`src/rtl/edge_irq_ctrl.sv`:
```
module edge_irq_ctrl #(
  parameter int NUM_BANKS = 2,
  parameter int ADDR_W    = 4
) (
  input  logic                    clk,
  input  logic                    rst_n,
  input  logic [16*NUM_BANKS-1:0] lines_in,
  input  logic                    reg_valid,
  input  logic                    reg_write,
  input  logic [ADDR_W-1:0]       reg_addr,
  input  logic [31:0]             reg_wdata,
  output logic [31:0]             reg_rdata,
  output logic                    irq
);
  localparam int LINES = 16 * NUM_BANKS;
  localparam int RW    = 32 * NUM_BANKS;
  localparam int BW    = ADDR_W - 2;

  logic [LINES-1:0] sync1, sync2, prev;
  logic [RW-1:0]    stat_q, en_q, ev_w, clr_w;
  logic [BW-1:0]    bank_idx;
  logic [1:0]       view;
  logic [31:0]      rd_val;

  assign bank_idx = reg_addr[ADDR_W-1:2];
  assign view     = reg_addr[1:0];

  always_ff @(posedge clk or negedge rst_n)
    if (!rst_n) begin
      sync1 <= '0;
      sync2 <= '0;
      prev  <= '0;
    end else begin
      sync1 <= lines_in;
      sync2 <= sync1;
      prev  <= sync2;
    end

  for (genvar b = 0; b < NUM_BANKS; b++) begin : g_bank
    logic hit;
    assign hit = reg_valid && reg_write && (bank_idx == BW'(b));
    assign ev_w[b*32 +: 32] = {prev[b*16 +: 16] & ~sync2[b*16 +: 16],
                               sync2[b*16 +: 16] & ~prev[b*16 +: 16]};
    assign clr_w[b*32 +: 32] = (hit && view == 2'd0) ? reg_wdata : 32'd0;

    always_ff @(posedge clk or negedge rst_n)
      if (!rst_n) begin
        stat_q[b*32 +: 32] <= '0;
        en_q[b*32 +: 32]   <= '0;
      end else begin
        stat_q[b*32 +: 32] <= (stat_q[b*32 +: 32] & ~clr_w[b*32 +: 32]) | ev_w[b*32 +: 32];
        if (hit && view == 2'd1) en_q[b*32 +: 32] <= reg_wdata;
      end
  end

  always_comb begin
    rd_val = '0;
    for (int b = 0; b < NUM_BANKS; b++)
      if (bank_idx == BW'(b))
        case (view)
          2'd0:    rd_val = stat_q[b*32 +: 32];
          2'd1:    rd_val = en_q[b*32 +: 32];
          2'd2:    rd_val = stat_q[b*32 +: 32] & en_q[b*32 +: 32];
          default: rd_val = '0;
        endcase
  end

  always_ff @(posedge clk or negedge rst_n)
    if (!rst_n) begin
      reg_rdata <= '0;
      irq       <= 1'b0;
    end else begin
      reg_rdata <= (reg_valid && !reg_write) ? rd_val : 32'd0;
      irq       <= |(stat_q & en_q);
    end
endmodule

```
`config.mk`:
```
export PLATFORM = sky130hd
export DESIGN_NAME = edge_irq_ctrl
export DESIGN_NICKNAME = d
export VERILOG_FILES = /design/src/rtl/edge_irq_ctrl.sv
export SDC_FILE = /design/constraint.sdc
export NUM_CORES = 1
export LEC_CHECK = 0
export BUFFER_PORTS_ARGS = -buffer_cell sky130_fd_sc_hd__buf_2
export CAP_MARGIN = 20
export CORE_MARGIN = 1
export CORE_UTILIZATION = 50
export DETAILED_ROUTE_END_ITERATION = 10
export PLACE_DENSITY = 0.78
export SETUP_SLACK_MARGIN = 0.2
export SYNTH_ARGS = -nofsm -noshare
export SYNTH_HDL_FRONTEND = slang
export SYNTH_SLANG_ARGS = --single-unit
```
`constraint.sdc`:
```
create_clock -name clk -period 2.14 [get_ports clk]
set_clock_uncertainty 0.15 [all_clocks]
set_input_delay 0.428 -clock clk [delete_from_list [all_inputs] [get_ports clk]]
set_output_delay 0.428 -clock clk [all_outputs]
set_load 0.01 [all_outputs]
```
Word level (Yosys, flattened, before mapping)
Cells that the tools add are included.
W data, S select, Z words.
Word-level totals
  bits of input ports: 72
  register bits after elaboration: 257
Operators by class
  equal/unequal tests: 3
  bitwise operators: 17
  mux-type cells: 7
  reductions and logical operators: 12
Operator list (number)
  $pmux W32 S3: 2
  $mux W32: 5
  $and A32 B32 Y32: 4
  $and A16 B16 Y16: 4
  $and A64 B64 Y64: 1
  $not A16 Y16: 4
  $not A32 Y32: 2
  $or A32 B32 Y32: 2
  $reduce_or A64 Y1: 1
  $logic_and A1 B1 Y1: 8
  $eq A2 B1 Y1 const B: 2
  $logic_not A2 Y1: 2
  $eq A2 B2 Y1 const B: 1
  $logic_not A1 Y1: 1

Longest topological paths before layout
  word-level depth: 7
  gate-level depth with buffers: 6
  mapped depth without buffers: 4

Worst setup path after synthesis
Ideal clock, no wire load.
  path kind: in2reg
  start point: input port reg_addr[3]
  end point: register en_q[53]
  slack: 335 ps
  library setup time: 125 ps
  cell stages on the path: 4
  data arrival time: 1530 ps
  path through: nand2b_2 > nor4_4 > buf_6 > mux2_2
On the way
  longest elaborated chain between the ends: 3
Ends and longest elaborated chain
  from (decl): RTL line 10  | input logic [ADDR_W-1:0] reg_addr,
  $eq A2 B1 Y1: RTL line 41  | assign hit = reg_valid && reg_write && (bank_idx == BW'(b));
  $logic_and A1 B1 Y1: RTL line 41
  $logic_and A1 B1 Y1: RTL line 52  | if (hit && view == 2'd1) en_q[b*32 +: 32] <= reg_wdata;
  to (signal, indexed assignment): RTL line 52
  to (decl): RTL line 20  | logic [RW-1:0] stat_q, en_q, ev_w, clr_w;
Every way passes these cells.
A chain may end at the register's enable or synchronous reset.

Final worst setup path
  start point: register stat_q[46]
  end point: register irq
On the way
  longest elaborated chain between the ends: 2
Ends and longest elaborated chain
  from (decl): RTL line 20
  from (signal, indexed assignment): RTL line 51  | stat_q[b*32 +: 32] <= (stat_q[b*32 +: 32] & ~clr_w[b*32 +: 32]) | ev_w[b*32 +: 32];
  $and A64 B64 Y64: RTL line 74  | irq <= |(stat_q & en_q);
  $reduce_or A64 Y1: RTL line 74
  to (signal assigned): RTL line 74
  to (decl): RTL line 13  | output logic irq
Every way passes these cells.

==> impl_summary.log <==
INFO  metric run_status = completed
INFO  metric power_density = 928 mW/mm^2
INFO  metric cts.sink_count = 257
INFO  metric critical_path.startpoint_type = flop
INFO  metric report.final.setup_viol = 0
INFO  metric antenna_violating_nets_post_route = 0
INFO  metric globalRouteOverflowTotal = 0
INFO  metric synth_sequential_area_ratio = 63.9%
INFO  metric synth-async-reset-ratio = 100%
INFO  metric drive_above_1_share = 24.6%
INFO  metric pre_cts_slack = 0.144 ns
INFO  metric synth.top_cell.area_share = 63.9%
INFO  metric yosysMostFrequentCell = dfrtp_1
INFO  metric cts_setup_buffers = 0
INFO  metric placement.io_buffers = 104
INFO  metric path_max_fanout = 3
INFO  metric grt_max_degree = 64
INFO  metric horizontal_die_dimension = 144 um
INFO  metric cts_tree = yes
INFO  metric grt_antenna_before_repair = 1
INFO  metric ys.flop_type = dfrtp_1
INFO  metric worst-path-buf-inv = 0
INFO  metric detailroute.via_count = 7012
INFO  metric kind_of_critical_path = reg -> reg
INFO  metric route.detailed.drc = 0
INFO  metric achievable-frequency = 540 MHz
INFO  metric syn_nets = 867
INFO  metric timing_max_transition_violations_final = 0
INFO  metric period_share = 86.5%
INFO  metric endpoint_kind = flop
INFO  metric initial_core_util = 51.4%
INFO  metric drtPass1Iterations = 5
INFO  metric post-synth-top-area-cell = dfrtp_1
INFO  metric clock_insertion_delay_worst_skew = 0.52 ns
INFO  metric power.total = 11.4 mW
INFO  metric critical_path.cell_chain = nand2_1 -> nand4_1 -> nor4_1 -> nand4_1
INFO  metric cp_top_family = simple AND/OR/NAND/NOR gates
INFO  metric worstMarginPinSlew = 0.548 ns
INFO  metric syn-cell-area = 0.0101 sq mm
INFO  metric post-route-worst-setup-slack = 0.290 ns
INFO  metric cap_viol_max_count = 0
INFO  metric setup_total_negative_slack = 0 ns
INFO  metric yosys-top-cells-area = dfrtp_1, mux2_2, mux2i_1
INFO  metric grt_pass1_wl = 37100 um
INFO  metric ir_drop = 0.000704 V
INFO  metric ys.warnings.count = 0
INFO  metric post-route-min-period = 1.85 ns
INFO  metric clk_pin_slew_worst_paths = 0.06 ns
INFO  metric worstPathArrival = 2.06 ns
INFO  metric cts_made_buffers = 26
INFO  metric ctsLongestPathBuffers = 3
INFO  metric gr-usage-all-layers = 23.5%
INFO  metric critPathMostFrequentCell = nand4_1
INFO  metric die_height = 144 um
INFO  metric worst_path_required_time = 2.35 ns
INFO  metric first_global_vias = 7176
INFO  metric slowest_stage = nor4_1
INFO  metric row_count = 51
INFO  metric drt_iter0_markers = 458
INFO  metric ys_top_cells_by_count = dfrtp_1, nand2_1, mux2_2
INFO  metric min_path_type = in -> reg
INFO  metric layout.core_utilization = 63.0%
INFO  metric cellLeakagePower = 5.70 nW
INFO  metric flow.area_growth_from_synthesis = 22.5%
INFO  metric cts_htree_levels = 1
INFO  metric n_fill_cell = 1478
INFO  metric rsz0062_at_grt = no
INFO  metric max-slew-margin-rel = 63.5%
INFO  metric worst_stage_delay_on_the_critical_path = 0.51 ns
INFO  metric wire_length_per_cell_after_detailed_routing = 19.0 um
INFO  metric placeableCoreArea = 0.0196 sq mm
INFO  metric post_synth_edffs = 0
INFO  metric post_synthesis_cell_count = 795
INFO  metric totalWireLength = 23400 um
INFO  metric ios = 105
INFO  metric synth_cell_types = 32
INFO  metric layout.nets = 1020
INFO  metric hpwlAfterDp = 15100 um
INFO  metric synth-seq-cells = 257
INFO  metric hold_viol_final = 0
INFO  metric cts_root_buffer = clkbuf_16
INFO  metric via_per_inst = 5.69
INFO  metric area_of_the_die = 0.0207 sq mm
INFO  metric synthesis.area_per_instance = 12.7 sq um
INFO  metric place_congestion = 0.812
[routing by layer]
metal	track usage (%)	wire length (um)	vias up
li1	-	-	3175
met1	31.2	9850	3498
met2	37.7	11100	274
met3	4.57	1590	65
met4	9.91	902	0
met5	0	0	-
[repair_timing]
action | 4_1_cts | 5_1_grt
hold buffers | 33 | 0
gates resized for setup | 0 | 0
hold endpoints to repair | 86 | 0
[stage by stage]
step / cells / hold slack (ns) / area [sq um]
3_5_place_dp: 1152 / 0.185 / 11100
5_1_grt: 1233 / 0.0354 / 12300
2_1_floorplan: 795 / -0.0176 / 10100
4_1_cts: 1232 / 0.0131 / 12300
3_3_place_gp: 1152 / 0.182 / 11100
6_report: 1233 / 0.0341 / 12300
[final timing paths]
| path | cells after the start | end | slack (ns) | from |
|---|---|---|---|---|
| max in group asynchronous | 3 | en_q[18] | 0.94 | rst_n |
| min in group asynchronous | 2 | sync2[4] | 0.32 | rst_n |
| max | 4 | irq | 0.29 | stat_q[46] |
| max reg2reg | 4 | irq | 0.29 | stat_q[46] |
| min reg2reg | 0 | sync2[29] | 0.20 | sync1[29] |
| min | 2 | en_q[37] | 0.03 | reg_wdata[5] |
[worst register-to-register path: stages (launching register included)]
cell,delay [ns]
dfrtp_1,0.42
nand2_1,0.17
nand4_1,0.21
nor4_1,0.51
nand4_1,0.23
[cell families after synthesis]
| family | synth area share (%) |
|---|---|
| compound gates | 11.8 |
| buf+inv | 3.39 |
| flops | 63.9 |
| mux | 12.5 |
| simple gates | 8.40 |
[flip-flops by register name, summed over array words and instances (netlist names)]
register	count
en_q	64
sync1	32
sync2	32
prev	32
irq	1
stat_q	64
reg_rdata	32
[where the power goes]
| group | leakage [nW] | switching (mW) | total, mW | internal [mW] |
|---|---|---|---|---|
| sequential | 2.95 | 0.268 | 5.50 | 5.24 |
| combinational | 2.31 | 0.708 | 1.32 | 0.617 |
| clock | 0.441 | 1.80 | 4.61 | 2.82 |
| total | 5.70 | 2.77 | 11.4 | 8.67 |
[cell usage in the layout (no fill, tap or decap), drive strengths merged, types with 5 or more instances in the layout]
| master | n |
|---|---|
| inv | 33 |
| mux2i | 54 |
| buf | 132 |
| dlygate4sd3 | 33 |
| dfrtp | 257 |
| mux2 | 64 |
| nor4 | 5 |
| nor2 | 33 |
| nor3 | 12 |
| a22oi | 10 |
| nand2 | 116 |
| nand4 | 11 |
| o21ai | 22 |
| o221ai | 22 |
| o2bb2ai | 32 |
| o22ai | 32 |
| clkbuf | 41 |
| a211oi | 6 |
| a22o | 32 |
[area by class of cell]
cell class,instances,area [sq um],area share (%)
Clock buffer,41,808,6.55
Clock inverter,6,80.1,0.649
Timing Repair Buffer,165,1250,10.1
Inverter,33,124,1.00
Antenna cell,1,2.50,0.0203
Multi-Input combinational cell,465,3310,26.8
Tap cell,265,332,2.69
Sequential cell,257,6430,52.1
No activity file was read; power rests on OpenSTA's default activity.
